**config.mk**
```make
export PLATFORM = sky130hd
export DESIGN_NAME = rstq_ctrl
export DESIGN_NICKNAME = d
export VERILOG_FILES = /design/src/rtl/rstq_pkg.sv /design/src/rtl/rstq_sync.sv /design/src/rtl/rstq_filter.sv /design/src/rtl/rstq_ctrl.sv
export SDC_FILE = /design/constraint.sdc
export NUM_CORES = 1
export LEC_CHECK = 0
export BUFFER_PORTS_ARGS = -buffer_cell sky130_fd_sc_hd__buf_4
export CAP_MARGIN = 15
export CORE_UTILIZATION = 30
export CTS_CLUSTER_DIAMETER = 30
export DETAILED_ROUTE_END_ITERATION = 6
export PLACE_DENSITY = 0.44
export SYNTH_ARGS = -nofsm -noshare
export SYNTH_HDL_FRONTEND = slang
export SYNTH_SLANG_ARGS = --single-unit
```
**constraint.sdc**
```tcl
create_clock -name clk -period 1.75 [get_ports clk]
set_input_delay 0.35 -clock clk [delete_from_list [all_inputs] [get_ports clk]]
set_output_delay 0.35 -clock clk [all_outputs]
set_load 0.02 [all_outputs]
```
**src/rtl/rstq_pkg.sv**
```systemverilog
// Package: shared constants and the time-to-cycle conversion used by the
// reset qualification controller. Assumes frequencies in kHz and times in ns.
package rstq_pkg;

    localparam int NSRC     = 5;   // supply, pin, three rail flags
    localparam int NLVD     = 3;
    localparam int SRC_POR  = 0;
    localparam int SRC_EXT  = 1;
    localparam int SRC_LVD0 = 2;

    // Round a duration in ns up to whole cycles of a clock given in kHz.
    function automatic int ns_to_cyc(input int khz, input longint ns);
        longint prod;
        prod = longint'(khz) * ns;
        return int'((prod + 64'd999999) / 64'd1000000);
    endfunction

endpackage

```
**src/rtl/rstq_sync.sv**
```systemverilog
// Module: two-flop synchronizer for a vector of asynchronous levels.
// Assumes each bit is an independent slow level; no bus coherence implied.
module rstq_sync #(
    parameter int         W       = 1,
    parameter logic [W-1:0] RST_VAL = '1
) (
    input  logic         clk,
    input  logic         rst_n,
    input  logic [W-1:0] d,
    output logic [W-1:0] q
);

    logic [W-1:0] meta;

    // Capture then re-capture to settle metastability.
    always_ff @(posedge clk) begin
        if (!rst_n) begin
            meta <= RST_VAL;
            q    <= RST_VAL;
        end else begin
            meta <= d;
            q    <= meta;
        end
    end

endmodule

```
**src/rtl/rstq_filter.sv**
```systemverilog
// Module: time-qualification filter. The output follows the request only
// after the request has differed from it for SET_CYC (to go active) or
// CLR_CYC (to go inactive) consecutive enabled cycles. Assumes both >= 1.
module rstq_filter #(
    parameter int   SET_CYC = 1,
    parameter int   CLR_CYC = 1,
    parameter logic INIT    = 1'b1
) (
    input  logic clk,
    input  logic rst_n,
    input  logic en,
    input  logic req,
    output logic active
);

    localparam int             MAXC    = (SET_CYC > CLR_CYC) ? SET_CYC : CLR_CYC;
    localparam int             CW      = $clog2(MAXC + 1);
    localparam logic [CW-1:0]  SET_LIM = CW'(SET_CYC - 1);
    localparam logic [CW-1:0]  CLR_LIM = CW'(CLR_CYC - 1);

    logic [CW-1:0] cnt;
    logic [CW-1:0] lim;

    // Pick the qualification length for the pending direction.
    assign lim = active ? CLR_LIM : SET_LIM;

    // Count consecutive disagreeing cycles and flip on the last one.
    always_ff @(posedge clk) begin
        if (!rst_n) begin
            active <= INIT;
            cnt    <= '0;
        end else if (!en || (req == active)) begin
            cnt <= '0;
        end else if (cnt == lim) begin
            active <= req;
            cnt    <= '0;
        end else begin
            cnt <= cnt + 1'b1;
        end
    end

endmodule

```
**src/rtl/rstq_ctrl.sv**
```systemverilog
// Module: reset qualification controller top. Synchronizes and filters the
// supply, pin and rail requests, stretches the supply request, applies the
// mode-configuration hold after supply episodes and keeps sticky causes.
// Assumes clk runs from power-up; rst_n is the controller's own bring-up reset.
module rstq_ctrl #(
    parameter int CLK_KHZ         = 24000,
    parameter int WARM_CYC        = rstq_pkg::ns_to_cyc(CLK_KHZ, 64'd5000),
    parameter int EXT_ASSERT_CYC  = rstq_pkg::ns_to_cyc(CLK_KHZ, 64'd1000),
    parameter int EXT_RELEASE_CYC = rstq_pkg::ns_to_cyc(CLK_KHZ, 64'd1000),
    parameter int POR_ON_CYC      = rstq_pkg::ns_to_cyc(CLK_KHZ, 64'd2000),
    parameter int POR_OFF_CYC     = rstq_pkg::ns_to_cyc(CLK_KHZ, 64'd11000),
    parameter int STRETCH_CYC     = rstq_pkg::ns_to_cyc(CLK_KHZ, 64'd200),
    parameter int LVD_LO_CYC      = rstq_pkg::ns_to_cyc(CLK_KHZ, 64'd8000),
    parameter int LVD_HI_CYC      = rstq_pkg::ns_to_cyc(CLK_KHZ, 64'd16000),
    parameter int LVD_REL_CYC     = rstq_pkg::ns_to_cyc(CLK_KHZ, 64'd1000),
    parameter int HOLD_CYC        = rstq_pkg::ns_to_cyc(CLK_KHZ, 64'd15000000)
) (
    input  logic                      clk,
    input  logic                      rst_n,
    input  logic                      por_det,
    input  logic                      ext_rst_n,
    input  logic [rstq_pkg::NLVD-1:0] lvd_low,
    input  logic [rstq_pkg::NSRC-1:0] cause_clr,
    output logic                      chip_rst,
    output logic                      cfg_ready,
    output logic [rstq_pkg::NSRC-1:0] src_active,
    output logic [rstq_pkg::NSRC-1:0] cause
);

    import rstq_pkg::*;

    localparam int WCW = $clog2(WARM_CYC + 1);
    localparam int SCW = $clog2(STRETCH_CYC + 1);
    localparam int HCW = $clog2(HOLD_CYC + 1);

    logic [NSRC-1:0] raw_req;
    logic [NSRC-1:0] req_s;
    logic [NSRC-1:0] act_q;
    logic [NSRC-1:0] rise;
    logic [NLVD-1:0] lvd_act;
    logic [WCW-1:0]  warm_cnt;
    logic            warm_done;
    logic            supply_bad;
    logic            ext_act;
    logic [SCW-1:0]  str_cnt;
    logic            por_active;
    logic            por_inv;
    logic [HCW-1:0]  hold_cnt;

    // Present every source as an active-high request.
    assign raw_req = {lvd_low, ~ext_rst_n, ~por_det};

    rstq_sync #(.W(NSRC), .RST_VAL('1)) u_sync (
        .clk   (clk),
        .rst_n (rst_n),
        .d     (raw_req),
        .q     (req_s)
    );

    // Hold all filters idle until the reference clock has warmed up.
    always_ff @(posedge clk) begin
        if (!rst_n) begin
            warm_cnt  <= '0;
            warm_done <= 1'b0;
        end else if (!warm_done) begin
            if (warm_cnt == WCW'(WARM_CYC - 1)) warm_done <= 1'b1;
            else                                warm_cnt  <= warm_cnt + 1'b1;
        end
    end

    rstq_filter #(.SET_CYC(POR_OFF_CYC), .CLR_CYC(POR_ON_CYC), .INIT(1'b1)) u_por_f (
        .clk    (clk),
        .rst_n  (rst_n),
        .en     (warm_done),
        .req    (req_s[SRC_POR]),
        .active (supply_bad)
    );

    rstq_filter #(.SET_CYC(EXT_ASSERT_CYC), .CLR_CYC(EXT_RELEASE_CYC), .INIT(1'b1)) u_ext_f (
        .clk    (clk),
        .rst_n  (rst_n),
        .en     (warm_done),
        .req    (req_s[SRC_EXT]),
        .active (ext_act)
    );

    for (genvar g = 0; g < NLVD; g++) begin : g_lvd
        localparam int SET = (g == NLVD - 1) ? LVD_HI_CYC : LVD_LO_CYC;
        rstq_filter #(.SET_CYC(SET), .CLR_CYC(LVD_REL_CYC), .INIT(1'b1)) u_lvd_f (
            .clk    (clk),
            .rst_n  (rst_n),
            .en     (warm_done),
            .req    (req_s[SRC_LVD0 + g]),
            .active (lvd_act[g])
        );
    end

    // Keep the supply request alive for a fixed stretch after supply-good.
    always_ff @(posedge clk) begin
        if (!rst_n)              str_cnt <= SCW'(STRETCH_CYC);
        else if (supply_bad)     str_cnt <= SCW'(STRETCH_CYC);
        else if (str_cnt != '0)  str_cnt <= str_cnt - 1'b1;
    end

    assign por_active = supply_bad | (str_cnt != '0);
    assign src_active = {lvd_act, ext_act, por_active};

    // Remember previous source states to detect new activations.
    always_ff @(posedge clk) begin
        if (!rst_n) act_q <= '1;
        else        act_q <= src_active;
    end

    assign rise = src_active & ~act_q;

    // Sticky causes: supply activation restarts the record, clears are per bit.
    always_ff @(posedge clk) begin
        if (!rst_n)             cause <= NSRC'(1) << SRC_POR;
        else if (rise[SRC_POR]) cause <= rise;
        else                    cause <= (cause & ~cause_clr) | rise;
    end

    // Mode-configuration hold counted from the last release of a supply episode.
    always_ff @(posedge clk) begin
        if (!rst_n) begin
            por_inv   <= 1'b1;
            cfg_ready <= 1'b0;
            hold_cnt  <= '0;
        end else if (por_active) begin
            por_inv   <= 1'b1;
            cfg_ready <= 1'b0;
            hold_cnt  <= '0;
        end else if (|src_active) begin
            hold_cnt  <= '0;
        end else if (por_inv) begin
            if (hold_cnt == HCW'(HOLD_CYC - 1)) begin
                por_inv   <= 1'b0;
                cfg_ready <= 1'b1;
                hold_cnt  <= '0;
            end else begin
                hold_cnt  <= hold_cnt + 1'b1;
            end
        end
    end

    // Registered chip reset: any source, warm-up or pending hold keeps it high.
    always_ff @(posedge clk) begin
        if (!rst_n) chip_rst <= 1'b1;
        else        chip_rst <= ~warm_done | (|src_active) | por_inv;
    end

endmodule

```
* After elaboration in Yosys (flattened, before gate mapping)
Cells that the tools add are included.
** Operators by class
- Add/sub/neg operators :: 8
- Multipliers :: 0
- Div/mod/pow operators :: 0
- Order comparisons :: 0
- Equal/unequal tests :: 12
- Shift-type cells :: 0
- Mux-type cells :: 10
- Bitwise gates (word level) :: 19
- Reduce and logical (&&, ||, !) cells :: 24
** Operator list (number)
- adder 19 x 1 -> 19 bit (second input constant) :: 1
- == test 19 bit (second input constant) :: 1
- two-way mux 19 bit :: 1
- adder 9 x 1 -> 9 bit (second input constant) :: 2
- == test 9 bit :: 2
- two-way mux 9 bit :: 2
- adder 8 x 1 -> 8 bit (second input constant) :: 2
- == test 8 bit :: 2
- two-way mux 8 bit :: 2
- OR reduction 3 bit :: 5
- AND reduction 2 bit :: 6
- NOT 1 bit :: 11
- bitwise AND 5 bit :: 2
- NOT 5 bit :: 2
- adder 7 x 1 -> 7 bit (second input constant) :: 1
- == test 7 bit (second input constant) :: 1
- OR reduction 2 bit :: 3
- OR reduction 6 bit :: 1
- adder 5 x 1 -> 5 bit (second input constant) :: 1
- == test 1 bit :: 5
- == test 5 bit (second input constant) :: 1
- logical OR 1 bit :: 5
- two-way mux 5 bit :: 1
- bitwise OR 5 bit :: 1
- other kinds (7) :: 12
** Storage, ports and cells
- Flip-flop bits (word level) :: 97
- Latch bits :: 0
- RAM bits :: 0
- Memory bits (read-only) :: 0
- Bits of input ports :: 12
- Output and inout port bits :: 12
- Word-level logic and storage cells :: 95
- Memories kept :: 0

* Depth between registers and ports, before layout
- Depth after elaboration :: 5
- Depth in mapped cells :: 8
- Gate-level depth less buffers :: 7

* Cells and area by module
Synthesis repeated with hierarchy kept, for this count alone.
** Unflattened totals
- Cell total of the unflattened synthesis :: 445
- Area total of the unflattened synthesis :: 4202.8 um^2
** By module, submodules not included
- rstq_ctrl :: instances 1, cells an instance 198, area each 1825.5 um^2, sequential area each 860.8 um^2
- rstq_filter (g_lvd[0].u_lvd_f ...) :: instances 2, cells an instance 49, area each 444.2 um^2, sequential area each 180.2 um^2
- rstq_filter (u_por_f) :: instances 1, cells an instance 49, area each 491.7 um^2, sequential area each 200.2 um^2
- rstq_filter (g_lvd[2].u_lvd_f) :: instances 1, cells an instance 53, area each 490.5 um^2, sequential area each 200.2 um^2
- rstq_sync :: instances 1, cells an instance 20, area each 262.8 um^2, sequential area each 200.2 um^2
- rstq_filter (u_ext_f) :: instances 1, cells an instance 27, area each 244.0 um^2, sequential area each 120.1 um^2

* Worst setup path after synthesis
OpenSTA, ideal clock, no wires.
- Path type :: register -> register
- Start :: reg u_por_f.cnt[3]
- End :: reg u_por_f.cnt[8]
- Setup time :: 115 ps
- Arrival time :: 1476 ps
- Data required time :: 1635 ps
- Setup slack :: 160 ps
- Cell stages (with the launch flop) :: 7
- Path buffers :: 2
- Clock period less this slack :: 1590 ps
- Cell sequence :: dfxtp_1 buf_6 or4b_1 a211oi_2 or3_1 buf_6 nor2_1
** Between the ends
- Cells in the longest elaborated chain, start to end :: 2
- Elaborated cells between the ends (all ways) :: 3
- Those cells by class :: add/sub (1); eq/ne (1); reduce/logical (1)
** Ends and longest elaborated chain
- from (decl) :: line rstq_filter.sv:21 : logic [CW-1:0] cnt;
- from (signal assigned) :: line rstq_filter.sv:38 : cnt <= cnt + 1'b1;
- branches (longest 2 deep; another with adder 9 x 1 -> 9 bit)
Parallel ways; which one is timed is not known.
A chain may end at the register's enable or synchronous reset.

* Worst setup path in the final report
- Start :: reg str_cnt[0]
- End :: out src_active[0] (netlist name)
** Between the ends
- Cells in the longest elaborated chain, start to end :: 2
** Ends and longest elaborated chain
- from (decl) :: line rstq_ctrl.sv:45 : logic [SCW-1:0] str_cnt;
- from (signal assigned) :: line rstq_ctrl.sv:100 : if (!rst_n) str_cnt <= SCW'(STRETCH_CYC);
- from (signal assigned) :: line rstq_ctrl.sv:101 : else if (supply_bad) str_cnt <= SCW'(STRETCH_CYC);
- from (signal assigned) :: line rstq_ctrl.sv:102 : else if (str_cnt != '0) str_cnt <= str_cnt - 1'b1;
- nonzero test 3 bit :: line rstq_ctrl.sv:105 : assign por_active = supply_bad | (str_cnt != '0);
- bitwise OR 1 bit :: line rstq_ctrl.sv:105
- to (decl) :: line rstq_ctrl.sv:26 : output logic [rstq_pkg::NSRC-1:0] src_active,
Every way passes these cells.

==> run_results.csv <==
group,metric,value,unit
power_and_ir_drop,p_leak,1.82,nW
clock_network,cts_sinks,97,
min_path,hold_path.class,"primary input to flip-flop",
grt,grt_max_degree,27,
grt,grt_use_total,12.9,%
timing,tightest_slew,0.570,ns
final_layout,multi_input_area,2130,um2
floorplanning,core,13400,um2
worst_setup_path,crit_path_start_kind,"flip-flop",
grt,grt.overflow.total,0,
run,drv_cap,0,
clock_network,clk_path_buf_depth,2,
synth,async_flop_share,0,%
route,wire_per_inst,12.3,um
worst_setup_path,worstPathMaxFanout,4,
clock_network,cts_made_buffers,9,
timing,fmax,0.592,GHz
synth,synth-edff-count,0,
synth,synth_top_flop_cell,"dfxtp_1",
place,io_buffer_count,23,
worst_setup_path,cp-startpoint,"str_cnt[0]",
grt,first_global_vias,2972,
clock_network,ctsHtreeMaxLevel,3,
synth,synth.distinct_cells,47,
synth,synth-seq-cells,97,
place,place.gp.congestion,0.762,
final_layout,area_delta_synth_final,21.5,%
final_layout,seq_area,1940,um2
timing,setup_viol,0,
clock_network,hold_buffers,0,
place,dp_hpwl,5880,um
min_path,hold_start,"ext_rst_n",
power_and_ir_drop,design_power_total,0.00434,W
floorplanning,row_count,42,
status,status,"complete, no violations",
timing,finalSetupTns,0,ns
worst_setup_path,path_class,"flip-flop to output port",
timing,maxSlewViolCount,0,
synth,yosysSeqAreaShare,46.7,%
timing,clock-skew-final,0.00681,ns
clock_network,cts.clk_slew.worst_paths,0.07,ns
final_layout,nFillCells,1396,
synth,syn-cell-area,4160,um2
timing,rsz0062_at_grt,"false",
synth,syn_nets,483,
timing,hold_viol_final,0,
floorplanning,io_pins,24,
clock_network,clk_latency,0.35,ns
clock_network,cts_tree,"built",
route,drtIter0Drc,136,
worst_setup_path,worst_ep_arrival_time,1.34,ns
synth,yosysWarningCount,0,
grt,antenna_found_initial,0,
route,wirelength,8480,um
route,first_pass_iters,4,
final_layout,final_cell_mix,"96 x dfxtp_1, 60 x nor2_1, 53 x buf_4",
worst_setup_path,r2r_start,"hold_cnt[8]",
final_layout,num_antenna_cells,0,
route,ant_nets,0,
synth,synthCells,462,
final_layout,final_layout_size_suffix_gt1_share,18.0,%
floorplanning,die_w,120,um
final_layout,layout.nets,528,
worst_setup_path,cp.required,1.40,ns
grt,grt_pass1_wl,14400,um
timing,relSlewSlack,62.0,%
power_and_ir_drop,peakVddDrop,400,uV
route,viasPerCell,4.58,
clock_network,root_buffer,"clkbuf_16",
floorplanning,start_util,31.0,%
route,vias,3147,
worst_setup_path,worstSetupEndpointType,"output port",
route,drc,0,
timing,post-route-period-util,96.6,%
final_layout,layout_commonest_cell,"dfxtp_1",
timing,fin_crit,1.69,ns
synth,avgSynthCellArea,9.00,um2
floorplanning,die_y,120,um
floorplanning,dieArea,14300,um2
power_and_ir_drop,power_density,860,nW/um2
per-stage QoR:
| step | hold slack, ns | worst slack [ns] | instances | utilization, % | instance area (um2) |
|---|---|---|---|---|---|
| 4_1_cts | 0.146 | 0.0314 | 684 | 37.2 | 4980 |
| 5_1_grt | 0.160 | 0.000540 | 687 | 37.7 | 5050 |
| 3_5_place_dp | 0.392 | 0.0105 | 669 | 34.7 | 4640 |
| 2_1_floorplan | 0.386 | 0.160 | 462 | - | 4160 |
| 6_report | 0.160 | 0.0599 | 687 | 37.7 | 5050 |
| 3_3_place_gp | 0.390 | -0.0204 | 669 | 34.7 | 4640 |
power by group:
group	switching [W]	internal, W	total (W)
logic	0.0000323	0.0000425	0.0000748
clock network	0.000853	0.00118	0.00203
registers	0.0000113	0.00222	0.00224
synthesized netlist by cell type (all sizes together) (3+ instances only):
library cell,n,area [um2]
dfxtp,97,1940
nor2,61,229
nand2,40,150
nand3,30,150
xor2,28,245
xnor2,20,175
nand2b,18,113
inv,16,60.1
a21oi,12,60.1
nand4,11,68.8
buf,10,75.1
o21ai,10,53.8
clkbuf,9,35.0
ha,9,113
nor3,9,50.1
nor4,9,56.3
nor2b,7,43.8
and2,6,37.5
and3,6,37.5
mux2i,6,60.1
nand4b,6,52.6
nand3b,5,37.5
nor3b,5,37.5
or4b,5,50.1
or3,4,25.0
or2,3,18.8
routing by layer:
metal  global-route usage, %  share of wire [%]
met5                       0                  0
met4                    7.50                2.3
met3                    2.57                2.0
met2                    19.5                 44
met1                    17.0                 52
logic make-up (layout without fill, tap and decap cells):
family / Yosys count / after routing / share of synthesized area [%]
adder cells (fa/ha/maj): 9 / 9 / 2.71
buffers and inverters: 35 / 84 / 4.09
flip-flops: 97 / 97 / 46.7
AND/OR/NAND/NOR: 230 / 230 / 29.0
XOR/XNOR: 48 / 48 / 10.1
AO/OA/AOI/OAI: 37 / 37 / 5.99
multiplexers: 6 / 6 / 1.44
state kept, by name (all words and copies together) (netlist names):
signal                flops
act_q                     5
str_cnt                   3
u_ext_f.cnt               5
g_lvd.u_lvd_f.cnt        25
u_por_f.cnt               9
warm_cnt                  7
g_lvd.u_lvd_f.active      3
warm_done                 1
u_sync.meta               5
u_por_f.active            1
por_inv                   1
hold_cnt                 19
cause                     5
chip_rst                  1
u_ext_f.active            1
cfg_ready                 1
u_sync.q                  5
worst paths after layout:
path         slack (ns)  depth (start not counted)             end
max                0.06                          6   src_active[0]
min                0.16                          2  u_sync.meta[1]
max reg2reg        0.13                          5         por_inv
min reg2reg        0.40                          1     u_sync.q[4]
critical path, cell delays in order, from the launching register on:
cell and delay, ns:
dfxtp_2 0.33, inv_2 0.07, ha_4 0.15, nand2b_4 0.08, nor2_4 0.15, inv_1 0.05
buf_4 0.15
layout make-up:
class	count	share of cell area, %
Inverter	16	1.19
Clock inverter	4	1.02
Multi-Input combinational cell	330	42.1
Sequential cell	97	38.5
Tap cell	176	4.36
Clock buffer	11	5.00
Timing Repair Buffer	53	7.88
timing repair:
action	CTS	global route
buffers inserted	0	3
gates resized for setup	7	11
cloned	0	0
pin swaps	0	3
setup endpoints to repair	2	27
(Power assumes the default switching activity.)
